File: src/rtl/dds_pkg.sv
package dds_pkg;
    localparam int unsigned TUNE_W  = 32;
    localparam int unsigned SLOW_DIV = 3;
endpackage

File: src/rtl/dds_tune_reg.sv
module dds_tune_reg #(
    parameter int unsigned W = dds_pkg::TUNE_W
) (
    input  logic         clk,
    input  logic         rst_n,
    input  logic         wr_en,
    input  logic [W-1:0] wr_data,
    output logic         fast_o,
    output logic [W-2:0] step_o
);
    typedef struct packed {
        logic [W-1:0] word;
    } tune_st_t;

    tune_st_t st_d, st_q;

    always_comb begin
        st_d = st_q;
        if (wr_en) st_d.word = wr_data;
    end

    always_ff @(posedge clk or negedge rst_n) begin
        if (!rst_n) st_q <= '0;
        else        st_q <= st_d;
    end

    assign fast_o = st_q.word[W-1];
    assign step_o = st_q.word[W-2:0];

    // a written word is visible the following cycle
    p_write_loads_r2: assert property (@(posedge clk) disable iff (!rst_n)
        wr_en |=> {fast_o, step_o} == $past(wr_data));
    // without a write the word holds
    p_word_holds_r2: assert property (@(posedge clk) disable iff (!rst_n)
        !wr_en |=> $stable({fast_o, step_o}));
endmodule

File: src/rtl/dds_slow_div.sv
module dds_slow_div #(
    parameter int unsigned DIV = dds_pkg::SLOW_DIV
) (
    input  logic clk,
    input  logic rst_n,
    input  logic fast_i,
    output logic en_o
);
    localparam int unsigned CW   = (DIV > 2) ? $clog2(DIV) : 1;
    localparam logic [CW-1:0] LAST = CW'(DIV - 1);

    typedef struct packed {
        logic [CW-1:0] cnt;
    } div_st_t;

    div_st_t st_d, st_q;

    always_comb begin
        st_d = st_q;
        if (fast_i)                st_d.cnt = '0;
        else if (st_q.cnt == LAST) st_d.cnt = '0;
        else                       st_d.cnt = st_q.cnt + 1'b1;
    end

    always_ff @(posedge clk or negedge rst_n) begin
        if (!rst_n) st_q <= '0;
        else        st_q <= st_d;
    end

    assign en_o = !fast_i && (st_q.cnt == LAST);

    // counter never leaves its range
    p_cnt_range_r3: assert property (@(posedge clk) disable iff (!rst_n)
        st_q.cnt <= LAST);
    // slow-mode enables are never back to back
    p_en_spacing_r3: assert property (@(posedge clk) disable iff (!rst_n)
        (en_o && !fast_i) |=> !en_o);
    // counter parked at zero in low-jitter mode
    p_cnt_parked_r4: assert property (@(posedge clk) disable iff (!rst_n)
        fast_i |=> st_q.cnt == '0);
endmodule

File: src/rtl/dds_phase_acc.sv
module dds_phase_acc #(
    parameter int unsigned W = dds_pkg::TUNE_W
) (
    input  logic         clk,
    input  logic         rst_n,
    input  logic         step_en_i,
    input  logic [W-2:0] step_i,
    output logic         msb_o
);
    typedef struct packed {
        logic [W-1:0] phase;
    } acc_st_t;

    acc_st_t st_d, st_q;

    always_comb begin
        st_d = st_q;
        if (step_en_i) st_d.phase = st_q.phase + {1'b0, step_i};
    end

    always_ff @(posedge clk or negedge rst_n) begin
        if (!rst_n) st_q <= '0;
        else        st_q <= st_d;
    end

    assign msb_o = st_q.phase[W-1];

    // phase frozen on cycles without a step
    p_hold_idle_r3: assert property (@(posedge clk) disable iff (!rst_n)
        !step_en_i |=> $stable(st_q.phase));
    // a zero step keeps the phase even when stepping
    p_zero_step_r5: assert property (@(posedge clk) disable iff (!rst_n)
        (step_i == '0) |=> $stable(st_q.phase));
endmodule

File: src/rtl/dds_pixclk_top.sv
module dds_pixclk_top #(
    parameter int unsigned W   = dds_pkg::TUNE_W,
    parameter int unsigned DIV = dds_pkg::SLOW_DIV
) (
    input  logic         clk,
    input  logic         rst_n,
    input  logic         wr_en,
    input  logic [W-1:0] wr_data,
    output logic         pix_clk,
    output logic         pix_ce
);
    typedef struct packed {
        logic sq;
        logic ce;
    } out_st_t;

    logic         fast;
    logic [W-2:0] step;
    logic         div_en;
    logic         step_en;
    logic         msb;
    out_st_t      st_d, st_q;

    dds_tune_reg #(.W(W)) u_tune (
        .clk(clk), .rst_n(rst_n), .wr_en(wr_en), .wr_data(wr_data),
        .fast_o(fast), .step_o(step)
    );

    dds_slow_div #(.DIV(DIV)) u_div (
        .clk(clk), .rst_n(rst_n), .fast_i(fast), .en_o(div_en)
    );

    assign step_en = fast || div_en;

    dds_phase_acc #(.W(W)) u_acc (
        .clk(clk), .rst_n(rst_n), .step_en_i(step_en), .step_i(step),
        .msb_o(msb)
    );

    always_comb begin
        st_d    = st_q;
        st_d.sq = msb;
        st_d.ce = msb && !st_q.sq;
    end

    always_ff @(posedge clk or negedge rst_n) begin
        if (!rst_n) st_q <= '0;
        else        st_q <= st_d;
    end

    assign pix_clk = st_q.sq;
    assign pix_ce  = st_q.ce;

    // strobe only accompanies a high clock
    p_ce_with_clk_r6: assert property (@(posedge clk) disable iff (!rst_n)
        pix_ce |-> pix_clk);
    // strobe lasts a single cycle
    p_ce_single_r6: assert property (@(posedge clk) disable iff (!rst_n)
        pix_ce |=> !pix_ce);
    // strobe marks a rise of pix_clk
    p_ce_on_rise_r6: assert property (@(posedge clk) disable iff (!rst_n)
        $rose(pix_clk) |-> pix_ce);
endmodule

File: config.mk
export PLATFORM = sky130hd
export DESIGN_NAME = dds_pixclk_top
export DESIGN_NICKNAME = d
export VERILOG_FILES = /design/src/rtl/dds_pkg.sv /design/src/rtl/dds_tune_reg.sv /design/src/rtl/dds_slow_div.sv /design/src/rtl/dds_phase_acc.sv /design/src/rtl/dds_pixclk_top.sv
export SDC_FILE = /design/constraint.sdc
export NUM_CORES = 1
export LEC_CHECK = 0
export ABC_AREA = 1
export CAP_MARGIN = 20
export CELL_PAD_IN_SITES_DETAIL_PLACEMENT = 0
export CELL_PAD_IN_SITES_GLOBAL_PLACEMENT = 1
export CORE_AREA = 2 2 103 105
export CTS_BUF_LIST = sky130_fd_sc_hd__clkbuf_8 sky130_fd_sc_hd__clkbuf_16
export CTS_CLUSTER_SIZE = 12
export DETAILED_ROUTE_END_ITERATION = 8
export DIE_AREA = 0 0 105 107
export DONT_BUFFER_PORTS = 1
export GPL_TIMING_DRIVEN = 0
export PLACE_DENSITY = 0.95
export SYNTH_ARGS = -nofsm -noshare
export SYNTH_HDL_FRONTEND = slang
export SYNTH_HIERARCHICAL = 1
export SYNTH_SLANG_ARGS = --single-unit
File: constraint.sdc
create_clock -name clk -period 5.5 [get_ports clk]
set_input_delay 0.55 -clock clk [delete_from_list [all_inputs] [get_ports clk]]
set_output_delay 0.55 -clock clk [all_outputs]
set_load 0.05 [all_outputs]
# Yosys cells after proc, flatten, opt, wreduce, memory -nomap -nowiden
# Cells that the tools add are included.
# word_totals
reg_bits	68
latch_bits	0
mem_bits_rw	0
rom_bits	0
wordCells	15
n_memories	0
# op_classes
add_sub_neg	2
mul	0
div	0
magnitude_cmp	0
eq_ne	1
shifts	0
n_mux	2
bitwise_logic	0
n_reduce_logical	5
# ops
cell	count
$add A32 B31 Y32	1
$mux W2	2
$add A2 B1 Y2 const B	1
$eq A2 B2 Y1 const B	1
$logic_and A1 B1 Y1	2
$logic_not A1 Y1	2
$logic_or A1 B1 Y1	1

# Logic depth before layout (Yosys ltp)
# Gate-level depths: netlist (run 1).
# logic_depth
depth_word	3
depth_mapped	12
depth_no_buf	12

# Modules after synthesis
# Netlist (run 1), hierarchy kept.
# modules_own_cells
module	n_inst	cells_per_inst	area_each_um2	seq_area_each_um2
dds_phase_acc	1	595	3498.4	800.8
dds_tune_reg	1	136	1292.5	800.8
dds_slow_div	1	10	80.1	50.0
dds_pixclk_top	1	7	71.3	50.0

# Least setup slack after synthesis (run 1)
# Ideal clock, no wire load.
# synth_timing
path_type	reg-to-reg
start	reg u_tune/st_q[0] (netlist name)
end	reg u_acc/st_q[28] (netlist name)
setup_time_ns	0.117
t_arrival_ns	1.743
t_required_ns	5.383
slack_ns	3.639
path_stages_with_launch	11
path_buffers	0
synth_period_minus_slack_ns	1.861
path_cell_list	dfrtp_1 > ha_1 > fa_1 > nand3_1 > nand3_1 > nand3_1 > nand3_2 > nand2_1 > nand3_1 > nand3_1 > nand2_1
# synth_between
elab_chain_len	1
# synth_lines
element	line	rtl
start, declared	dds_tune_reg.sv:15	tune_st_t st_d, st_q;
start signal, assigned	dds_tune_reg.sv:24	else st_q <= st_d;
$add A32 B31 Y32	dds_phase_acc.sv:18	if (step_en_i) st_d.phase = st_q.phase + {1'b0, step_i};
end signal, assigned	dds_phase_acc.sv:23	else st_q <= st_d;
end, declared	dds_phase_acc.sv:14	acc_st_t st_d, st_q;
# No other way between the ends.
# A chain may end at the register's enable or synchronous reset.

# Worst setup path in the final report (run 1)
# Same ends and word-level chain as after synthesis.

==> results of run 1 <==
## sequential cells by signal (all words and copies together), names as in the netlist
name / count
pix_ce: 1
pix_clk: 1
u_div/st_q: 2
u_tune/st_q: 32
u_acc/st_q: 32
## synthesized netlist by cell type
cell	number	share of area [%]
nand2_1	344	26
inv_1	111	8.4
dfrtp_1	68	34
nor2_1	40	3.0
nand3_1	39	3.9
ha_1	31	7.8
a21oi_1	22	2.2
nand2_2	18	2.3
xnor2_1	12	2.1
o21ai_0	9	0.91
o21ai_1	7	0.71
nand3_2	6	1.2
nand3b_1	5	0.76
nor2_2	5	0.63
nor3_1	5	0.51
clkbuf_1	4	0.30
buf_6	3	0.68
clkbuf_8	3	0.84
nand4_1	3	0.38
o21bai_1	3	0.46
buf_4	2	0.30
a21oi_2	1	0.18
buf_12	1	0.41
clkinv_1	1	0.076
fa_1	1	0.41
inv_8	1	0.23
o211ai_1	1	0.15
o21bai_2	1	0.23
xor2_1	1	0.18
## per-stage QoR
step	area [um2]	util (%)	hold WS (ns)	worst slack [ns]
global placement	5112	50.66	0.2573	3.292
floorplan	4942	-	0.2544	3.639
finish	5356	53.07	0.03863	3.239
global route	5356	53.07	0.04351	3.084
CTS	5356	53.07	0.05960	3.255
detailed placement	5112	50.66	0.2572	3.292
## power breakdown
group / switching [mW] / internal (mW) / leakage (nW)
combinational: 0.923 / 0.520 / 2.17
sequential: 0.116 / 0.650 / 0.831
clock: 0.194 / 0.263 / 0.117
total: 1.23 / 1.43 / 3.12
## metal layers
layer	share of wire (%)	routed length, um
met2	44	5262
met4	2.0	233
met5	0	0
met1	49	5806
met3	5.0	589
## kinds of logic (layout without fill, tap and decap cells)
group / Yosys count / count (layout) / synth area share, %
AND/OR/NAND/NOR: 465 / 465 / 38.89
adder cells (fa/ha/maj): 32 / 32 / 8.253
AO/OA/AOI/OAI: 44 / 44 / 4.861
buffers and inverters: 126 / 143 / 11.27
XOR/XNOR: 13 / 13 / 2.304
flip-flops: 68 / 68 / 34.43
## critical path, delay by kind of cell, from the launching register on
family | cells | cell delay (ns)
fa+ha+maj | 2 | 0.72
flops | 1 | 0.40
simple gates | 8 | 1.04
## what timing repair did
item | 4_1_cts | 5_1_grt
gates resized for setup | 0 | 0
endpoints found under the hold margin | 68 | 0
hold buffers | 1 | 0
## path summary, 6_finish.rpt
| path | startpoint | slack, ns | cells past startpoint | to |
|---|---|---|---|---|
| max | u_tune/st_q[0]$_DFFE_PN0P_ | 3.24 | 10 | u_acc/st_q[28]$_DFFE_PN0P_ |
| min reg2reg | u_div/st_q[1]$_DFF_PN0_ | 0.43 | 1 | u_div/st_q[0]$_DFF_PN0_ |
| min in group clk | wr_data[5] | 0.29 | 2 | u_tune/st_q[5]$_DFFE_PN0P_ |
| max reg2reg | u_tune/st_q[0]$_DFFE_PN0P_ | 3.24 | 10 | u_acc/st_q[28]$_DFFE_PN0P_ |
| max in group asynchronous | rst_n | 5.15 | 1 | u_acc/st_q[21]$_DFFE_PN0P_ |
| min | rst_n | 0.04 | 1 | u_tune/st_q[9]$_DFFE_PN0P_ |
## final cells by class
type                       instances  area, um2
buffer                            13      125.1
tap                              136      170.2
multi-input combinational        554       2684
fill                            1085       4736
clock inverter                     6      78.83
sequential                        68       1702
timing repair buffer               1      27.53
inverter                         113      431.7
clock buffer                      10      137.6
==> reports/results.ini, run 1 <==
[setup_path]
worst-endpoint-arrival_ns=2.52
cp_max_fo=5
critical_path.cell_chain=ha_1 -> fa_1 -> nand3_1 -> nand3_1 -> nand3_1 -> nand3_2 -> nand2_1 -> nand3_1 -> nand3_1 -> nand2_1
timing.critical_path.slowest_stage_cell=fa_1
critPathRequiredTime_ns=5.76
start_kind=register
cpPeakStageDelay_ns=0.46
worstSetupPathType=register to register
cpMostUsedCell=nand3_1
critical_path.endpoint_type=register

[finish]
layout.cells.non_filler=901
num-nets-final=827
n_antenna_cell=0
layout.cells.most_common=nand2_1
final_cell_mix=344 x nand2_1, 112 x inv_1, 68 x dfrtp_1
final_layout_size_suffix_gt1_share_pct=7.451
areaGrowthSynthToFinish_pct=8.380

[sta]
tns_ns=0
worst_slew_margin_pct=59.14
finClkSkew_ns=0.01275
finalWorstPathRequiredPeriod_ns=2.261
tightestPinTransition_ns=0.6129
hold_violation_count_in_the_final_report=0
finalSetupViolCount=0
rsz0062_at_grt=false
fmax_ghz=0.4423
post_route_clock_period_utilization_pct=41.11
final-max-slew-violation-count=0

[pwr]
cell_leakage_power_nw=3.121
power.total_mw=2.667
ir_worst_vdd_mv=0.2490
power.density_mw_per_mm2=497.9

[worst_hold_path]
worst_hold_check_path_type=input pin to asynchronous set/reset pin

[clock_network]
tritoncts.num_buffers=9
clock_sinks=68
clkLatencyLatePin_ns=0.38
cts_setup_buffers=0
cts_tree=built
ctsRootBufferMaster=clkbuf_8
clk_pin_slew_worst_paths_ns=0.07
cts-root-to-sink-buffers=2
htreeDepth=3

[outcome]
status=finished, final reports clean

[grt]
global_route.usage.met1_pct=31.85
overflow=0
largest_net_degree_at_the_start_of_global_routing=69
grt_util_all_layers_pct=23.62
grt_busiest_layer=met2
m3_gr_usage_pct=6.261
grt_first_pass_wirelength_mm=20.69
grt.met2_usage_pct=37.38
grt_antenna_before_repair=0
grt_pass1_vias=4263

[routing]
drt-total-wl_mm=11.89
detail_route.drc_violations=0
drt_first_iter_violations=221
overall_via_count_from_detail_route=4338
drtPass1Iterations=6
wl_per_cell_um=13.20
avgViaCountPerCell=4.815
route.antenna.remaining_nets=0

[synthesis]
syn-cell-area_mm2=0.004942
synth_sequential_area_ratio_pct=34.43
post_synth.cell_area_avg_um2=6.607
yosysWarnings=6
yosysUniqueCellTypes=29
postSynthCellCount=748
postSynthRegisterBits=68
synth_nets=815

[run]
max-cap-violations=0

[die]
num_rows=37
floorplan.die.width_um=105
boundary_pins=37
core_area_mm2=0.01009
die-area_mm2=0.01124
die_height_um=107
start_util_pct=48.97

[placement]
placement.io_buffers=0
post-place-cells=884
post-dp-hpwl_mm=9.362
globalplace.congestion=0.9503

Note: power is estimated with default switching activity, not from simulation.
==> run 2: changes to the inputs <==
CORE_AREA = 2 2 107 109   (was 2 2 103 105)
DIE_AREA = 0 0 109 111   (was 0 0 105 107)
PLACE_DENSITY = 0.9   (was 0.95)
clock period = 2.3 ns   (was 5.5 ns; I/O delays follow)
==> run 2 against run 1 <==
Compared with the run above: combinational power increased by 140%; non-clock buffer count up 1; clock skew is 0.0046 ns lower; final cell count up 0.89%; register-to-register slack got worse by 3.0 ns; critical endpoint unchanged; largest power group unchanged.
==> reports/results.ini, run 2 (synthesis gave the netlist of run 1 again) <==
[clock_network]
cts_tree=built
cts_setup_buffers=0  ; unchanged
clkLatencyLatePin_ns=0.34  ; -0.04 ns
tritoncts.num_buffers=9  ; unchanged
cts-root-to-sink-buffers=2  ; unchanged
htreeDepth=3  ; unchanged
clk_pin_slew_worst_paths_ns=0.06  ; about the same
clock_sinks=68  ; unchanged
ctsRootBufferMaster=clkbuf_16

[sta]
hold_violation_count_in_the_final_report=0  ; unchanged
finalSetupViolCount=0  ; unchanged
finClkSkew_ns=0.008168  ; -0.004582 ns
worst_slew_margin_pct=60.35  ; +1.2 points
tns_ns=0  ; unchanged
tightestPinTransition_ns=0.5948  ; -0.01806 ns
fmax_ghz=0.4804  ; +8.6%
final-max-slew-violation-count=0  ; unchanged
finalWorstPathRequiredPeriod_ns=2.081  ; -0.1794 ns
fin_ws_ns=0.2185  ; -3.021 ns
rsz0062_at_grt=false
post_route_clock_period_utilization_pct=90.50  ; +49 points

[pwr]
ir_worst_vdd_mv=0.3914  ; +57%
power.density_mw_per_mm2=1208  ; +140%
cell_leakage_power_nw=3.161  ; +1.3%

[placement]
globalplace.congestion=1.017  ; +7.0%
placement.io_buffers=0  ; unchanged
post-dp-hpwl_mm=9.524  ; +1.7%
detailedPlace.worstSlack_ns=0.1041  ; -3.188 ns
place_area_mm2=0.005121  ; +0.17%

[setup_path]
start_kind=register
timing.critical_path.slowest_stage_cell=dfrtp_1
critical_path.reg2reg.endpoint=u_acc/st_q[28]$_DFFE_PN0P_
critPathRequiredTime_ns=2.53  ; -3.23 ns
timing.rr.start=u_tune/st_q[0]$_DFFE_PN0P_
cp_max_fo=5  ; unchanged
path_delay_family=simple AND/OR/NAND/NOR gates
critical_path.endpoint_type=register
timing.reg2reg.setup_slack_ns=0.22  ; -3.02 ns
reg2reg_depth=10  ; unchanged
critical_path.cell_chain=ha_1 -> fa_2 -> nand3_1 -> nand3_2 -> nand3_1 -> nand3_2 -> nand2_1 -> nand3_1 -> nand3_1 -> nand2_1
worst-endpoint-arrival_ns=2.31  ; -0.21 ns
crit_path_start=u_tune/st_q[0]$_DFFE_PN0P_
cp.buffers_inverters=0  ; unchanged
worstSetupPathType=register to register
cpPeakStageDelay_ns=0.40  ; -0.06 ns
cpMostUsedCell=nand3_1

[finish]
multi_input_area_mm2=0.002699  ; +0.56%
final_layout_size_suffix_gt1_share_pct=7.311  ; -0.14 points
final_cell_mix=344 x nand2_1, 115 x inv_1, 68 x dfrtp_1
areaGrowthSynthToFinish_pct=10.03
n_antenna_cell=0  ; unchanged
largestRegisters=u_acc/st_q: 32 flops, u_tune/st_q: 32 flops, u_div/st_q: 2 flops
num-nets-final=828  ; +0.12%
regArea_mm2=0.001702  ; unchanged
layout.cell_area.non_filler_mm2=0.005438  ; +1.5%
layout.cells.most_common=nand2_1
fillerInstances=1112  ; +2.5%

[worst_hold_path]
worst_hold_path.num_cells=2
holdPathEnd=u_tune/st_q[30]$_DFFE_PN0P_
worst_hold_check_path_type=input pin to register
hp-start=wr_data[30]

[grt]
grt_util_all_layers_pct=21.38  ; -2.2 points
grt_pass1_vias=4209  ; -1.3%
grt_antenna_before_repair=0  ; unchanged
grt.met2_usage_pct=33.42  ; -4.0 points
m3_gr_usage_pct=2.881  ; -3.4 points
global_route.usage.met1_pct=29.91  ; -1.9 points
grt_first_pass_wirelength_mm=20.29  ; -2.0%
largest_net_degree_at_the_start_of_global_routing=69  ; unchanged
grt_busiest_layer=met2
overflow=0  ; unchanged

[routing]
detail_route.drc_violations=0  ; unchanged
drt-total-wl_mm=12.09  ; +1.7%
wl_per_cell_um=13.30  ; +0.79%
avgViaCountPerCell=4.843  ; +0.58%
drtPass1Iterations=5  ; -1
overall_via_count_from_detail_route=4402  ; +1.5%
route.antenna.remaining_nets=0  ; unchanged
drt_first_iter_violations=217  ; -1.8%

[die]
die_height_um=111  ; +3.7%
start_util_pct=44.62  ; -4.4 points
num_rows=39  ; +5.4%
die-area_mm2=0.01210  ; +7.7%
boundary_pins=37  ; unchanged
floorplan.die.width_um=109  ; +3.8%
core_area_mm2=0.01108  ; +9.8%

[run]
max-cap-violations=0  ; unchanged

[outcome]
status=finished, final reports clean

## run 2: repair_timing
action	in CTS	in global routing
setup endpoints to repair	0	3
hold buffers	2	0
resized for setup	0	3
endpoints found under the hold margin	68	0
## run 2: worst max-delay path by stage
stage / to / slack [ns] / cells past startpoint
final: u_acc/st_q[28]$_DFFE_PN0P_ / 0.22 / 10
after global routing: u_acc/st_q[28]$_DFFE_PN0P_ / 0.09 / 10
after CTS: u_acc/st_q[28]$_DFFE_PN0P_ / 0.09 / 10
after detailed placement: u_acc/st_q[28]$_DFFE_PN0P_ / 0.10 / 10
after global placement: u_acc/st_q[28]$_DFFE_PN0P_ / 0.11 / 10
after floorplan: u_acc/st_q[28]$_DFFE_PN0P_ / 0.44 / 10
## run 2: where the power goes
| part | internal, mW | leakage, nW | total, mW | switching [mW] |
|---|---|---|---|---|
| logic | 1.26 | 2.18 | 3.49 | 2.24 |
| clock network | 0.739 | 0.147 | 1.24 | 0.504 |
| registers | 1.56 | 0.831 | 1.83 | 0.276 |
## run 2: worst register-to-register path, cell delays in order (launching register included)
cell,delay [ns]
dfrtp_1,0.40
ha_1,0.27
fa_2,0.40
nand3_1,0.11
nand3_2,0.16
nand3_1,0.13
nand3_2,0.13
nand2_1,0.14
nand3_1,0.08
nand3_1,0.10
nand2_1,0.06
## run 2: routing by layer
| metal | vias to the layer above | part of all wire, % |
|---|---|---|
| met5 | - | 0 |
| met4 | 0 | 2.0 |
| met3 | 13 | 4.0 |
| met2 | 81 | 45 |
| met1 | 2000 | 49 |
| li1 | 2308 | - |
## run 2: through the flow
step,std cells,power (mW),hold WS (ns),util (%)
after floorplan,748,4.485,-0.06559,-
after global placement,891,5.186,-0.06236,46.23
after detailed placement,891,5.269,-0.06237,46.23
after CTS,909,6.574,0.001468,48.96
after global routing,909,7.222,0.007616,49.09
final,909,6.568,0.002386,49.09
## run 2: area by class of cell
type,count,area share (%)
inverters,113,7.938
clock inverters,6,0.4602
multi-input cells,554,49.63
plain buffers,13,2.301
clock buffers,10,4.395
repair buffers,2,0.6903
well taps,143,3.290
flip-flops and latches,68,31.29
==> run 3: changes to the inputs <==
CORE_AREA = 4 4 109 111   (was 2 2 107 109)
DIE_AREA = 0 0 113 115   (was 0 0 109 111)
==> run 3 against run 2 <==
Compared with the run above: setup slack improved by 0.038 ns; count of clock-buffer cells in the layout did not move; sequential power is essentially flat; clock skew rose by 0.0036 ns; final cell count increased by 3.2%; via count up 1.1%; critical path depth unchanged; first-iteration DRC count rose by 12%; non-clock buffer count grew 32; sequential cell count unchanged; critical endpoint unchanged; largest cell class unchanged.
==> reports/results.ini, run 3 (synthesis gave the netlist of run 1 again) <==
[setup_path]
cp_max_fo=5  ; unchanged
worst-endpoint-arrival_ns=2.29  ; -0.02 ns
start_kind=register
critPathRequiredTime_ns=2.55  ; +0.02 ns
worstSetupPathType=register to register
critical_path.endpoint_type=register

[grt]
grt_first_pass_wirelength_mm=20.78  ; +2.4%
grt_pass1_vias=4301  ; +2.2%
largest_net_degree_at_the_start_of_global_routing=69  ; unchanged
overflow=0  ; unchanged
grt_util_all_layers_pct=20.28  ; -1.1 points
grt_antenna_before_repair=0  ; unchanged

[routing]
wl_per_cell_um=13.10  ; -1.5%
overall_via_count_from_detail_route=4452  ; +1.1%
route.antenna.remaining_nets=0  ; unchanged
drt_first_iter_violations=242  ; +12%
detail_route.drc_violations=0  ; unchanged
drt-total-wl_mm=12.29  ; +1.6%
drtPass1Iterations=5  ; unchanged
avgViaCountPerCell=4.746  ; -2.0%

[pwr]
cell_leakage_power_nw=3.268  ; +3.4%
power.density_mw_per_mm2=1150  ; -4.8%
ir_worst_vdd_mv=0.7106  ; +82%

[finish]
final_layout_size_suffix_gt1_share_pct=7.644  ; +0.33 points
layout.cells.most_common=nand2_1
n_antenna_cell=0  ; unchanged
regArea_mm2=0.001702  ; unchanged
largestRegisters=u_acc/st_q: 32 flops, u_tune/st_q: 32 flops, u_div/st_q: 2 flops
multi_input_area_mm2=0.002691  ; -0.28%
layout.cell_area.non_filler_mm2=0.005729  ; +5.4%
final_cell_mix=344 x nand2_1, 111 x inv_1, 68 x dfrtp_1
fillerInstances=1080  ; -2.9%
areaGrowthSynthToFinish_pct=15.92
num-nets-final=860  ; +3.9%
layout.cells.non_filler=938  ; +3.2%

[die]
core_area_mm2=0.01079  ; -2.6%
floorplan.die.width_um=113  ; +3.7%
die_height_um=115  ; +3.6%
start_util_pct=45.79  ; +1.2 points
die-area_mm2=0.01300  ; +7.4%
boundary_pins=37  ; unchanged
num_rows=38  ; -2.6%

[clock_network]
clk_pin_slew_worst_paths_ns=0.07  ; about the same
ctsRootBufferMaster=clkbuf_8
tritoncts.num_buffers=9  ; unchanged
cts-root-to-sink-buffers=2  ; unchanged
htreeDepth=3  ; unchanged
cts_tree=built
clkLatencyLatePin_ns=0.36  ; +0.02 ns
clock_sinks=68  ; unchanged

[sta]
finalWorstPathRequiredPeriod_ns=2.043  ; -0.03809 ns
tns_ns=0  ; unchanged
hold_violation_count_in_the_final_report=0  ; unchanged
rsz0062_at_grt=false
post_route_clock_period_utilization_pct=88.84  ; -1.7 points
tightestPinTransition_ns=0.6713  ; +0.07645 ns
final-max-slew-violation-count=0  ; unchanged
fmax_ghz=0.4894  ; +1.9%
finalSetupViolCount=0  ; unchanged
worst_slew_margin_pct=55.25  ; -5.1 points
finClkSkew_ns=0.01180  ; +0.003629 ns

[run]
max-cap-violations=0  ; unchanged

[placement]
post-dp-hpwl_mm=9.547  ; +0.24%
placement.io_buffers=0  ; unchanged
post-place-cells=888  ; -0.34%
globalplace.congestion=0.9275  ; -8.8%
place_area_mm2=0.005117  ; about the same

[worst_hold_path]
worst_hold_check_path_type=input pin to register

[outcome]
status=finished, final reports clean

[run 3: changes by cell type in the layout (fill, tap and decap cells not counted), moves of 3 or more]
| cell | change |
|---|---|
| clkbuf_8 | +9 |
| clkbuf_16 | -9 |
| bufinv_16 | +3 |
| inv_1 | -4 |
| dlygate4sd3_1 | +31 |
[run 3: final timing paths]
kind	slack (ns)	from	end	depth (start not counted)
max reg2reg	0.26	u_tune/st_q[0]$_DFFE_PN0P_	u_acc/st_q[28]$_DFFE_PN0P_	10
min	0.03	wr_data[15]	u_tune/st_q[15]$_DFFE_PN0P_	2
min reg2reg	0.43	u_div/st_q[1]$_DFF_PN0_	u_div/st_q[0]$_DFF_PN0_	1
max in group asynchronous	1.60	rst_n	u_tune/st_q[25]$_DFFE_PN0P_	2
min in group asynchronous	0.41	rst_n	u_acc/st_q[16]$_DFFE_PN0P_	2
max	0.26	u_tune/st_q[0]$_DFFE_PN0P_	u_acc/st_q[28]$_DFFE_PN0P_	10
[run 3: cell type report]
| type | instances | area share, % |
|---|---|---|
| multi-input combinational | 554 | 46.98 |
| sequential | 68 | 29.70 |
| inverter | 113 | 7.534 |
| timing repair buffer | 34 | 6.202 |
| tap | 140 | 3.057 |
| clock buffer | 10 | 2.402 |
| buffer | 13 | 2.184 |
| clock inverter | 6 | 1.944 |
[run 3: what timing repair did]
action	in CTS	in global routing
resized for setup	0	2
hold buffers	33	0
setup endpoints to repair	0	3
hold endpoints to repair	99	0
buffers inserted	0	1
[run 3: power breakdown]
group / switching, mW / internal (mW)
Sequential: 0.286 / 1.55
Clock: 0.481 / 0.749
Combinational: 2.22 / 1.30
[run 3: per-stage QoR]
| stage | util [%] | worst slack, ns | hold WS, ns | power [mW] |
|---|---|---|---|---|
| 2_1_floorplan | - | 0.4394 | -0.06559 | 4.485 |
| 3_3_place_gp | 47.41 | 0.1187 | -0.06247 | 5.197 |
| 3_5_place_dp | 47.41 | 0.1047 | -0.06234 | 5.263 |
| 4_1_cts | 52.94 | 0.09438 | 0.01760 | 6.605 |
| 5_1_grt | 53.08 | 0.06686 | 0.004707 | 7.257 |
| 6_report | 53.08 | 0.2566 | 0.02737 | 6.588 |
[run 3: layer usage]
metal / vias to the layer above / global-route usage (%) / wire, um
li1: 2364 / - / -
met1: 1978 / 27.89 / 6098
met2: 98 / 32.11 / 5416
met3: 12 / 3.947 / 585
met4: 0 / 7.051 / 186
met5: - / 0 / 0
[run 3: critical path, cell delays in order (launching register included)]
cell	delay, ns
dfrtp_1	0.40
ha_1	0.27
fa_2	0.40
nand3_1	0.12
nand3_2	0.14
nand3_1	0.12
nand3_2	0.12
nand2_1	0.15
nand3_1	0.09
nand3_1	0.09
nand2_1	0.05
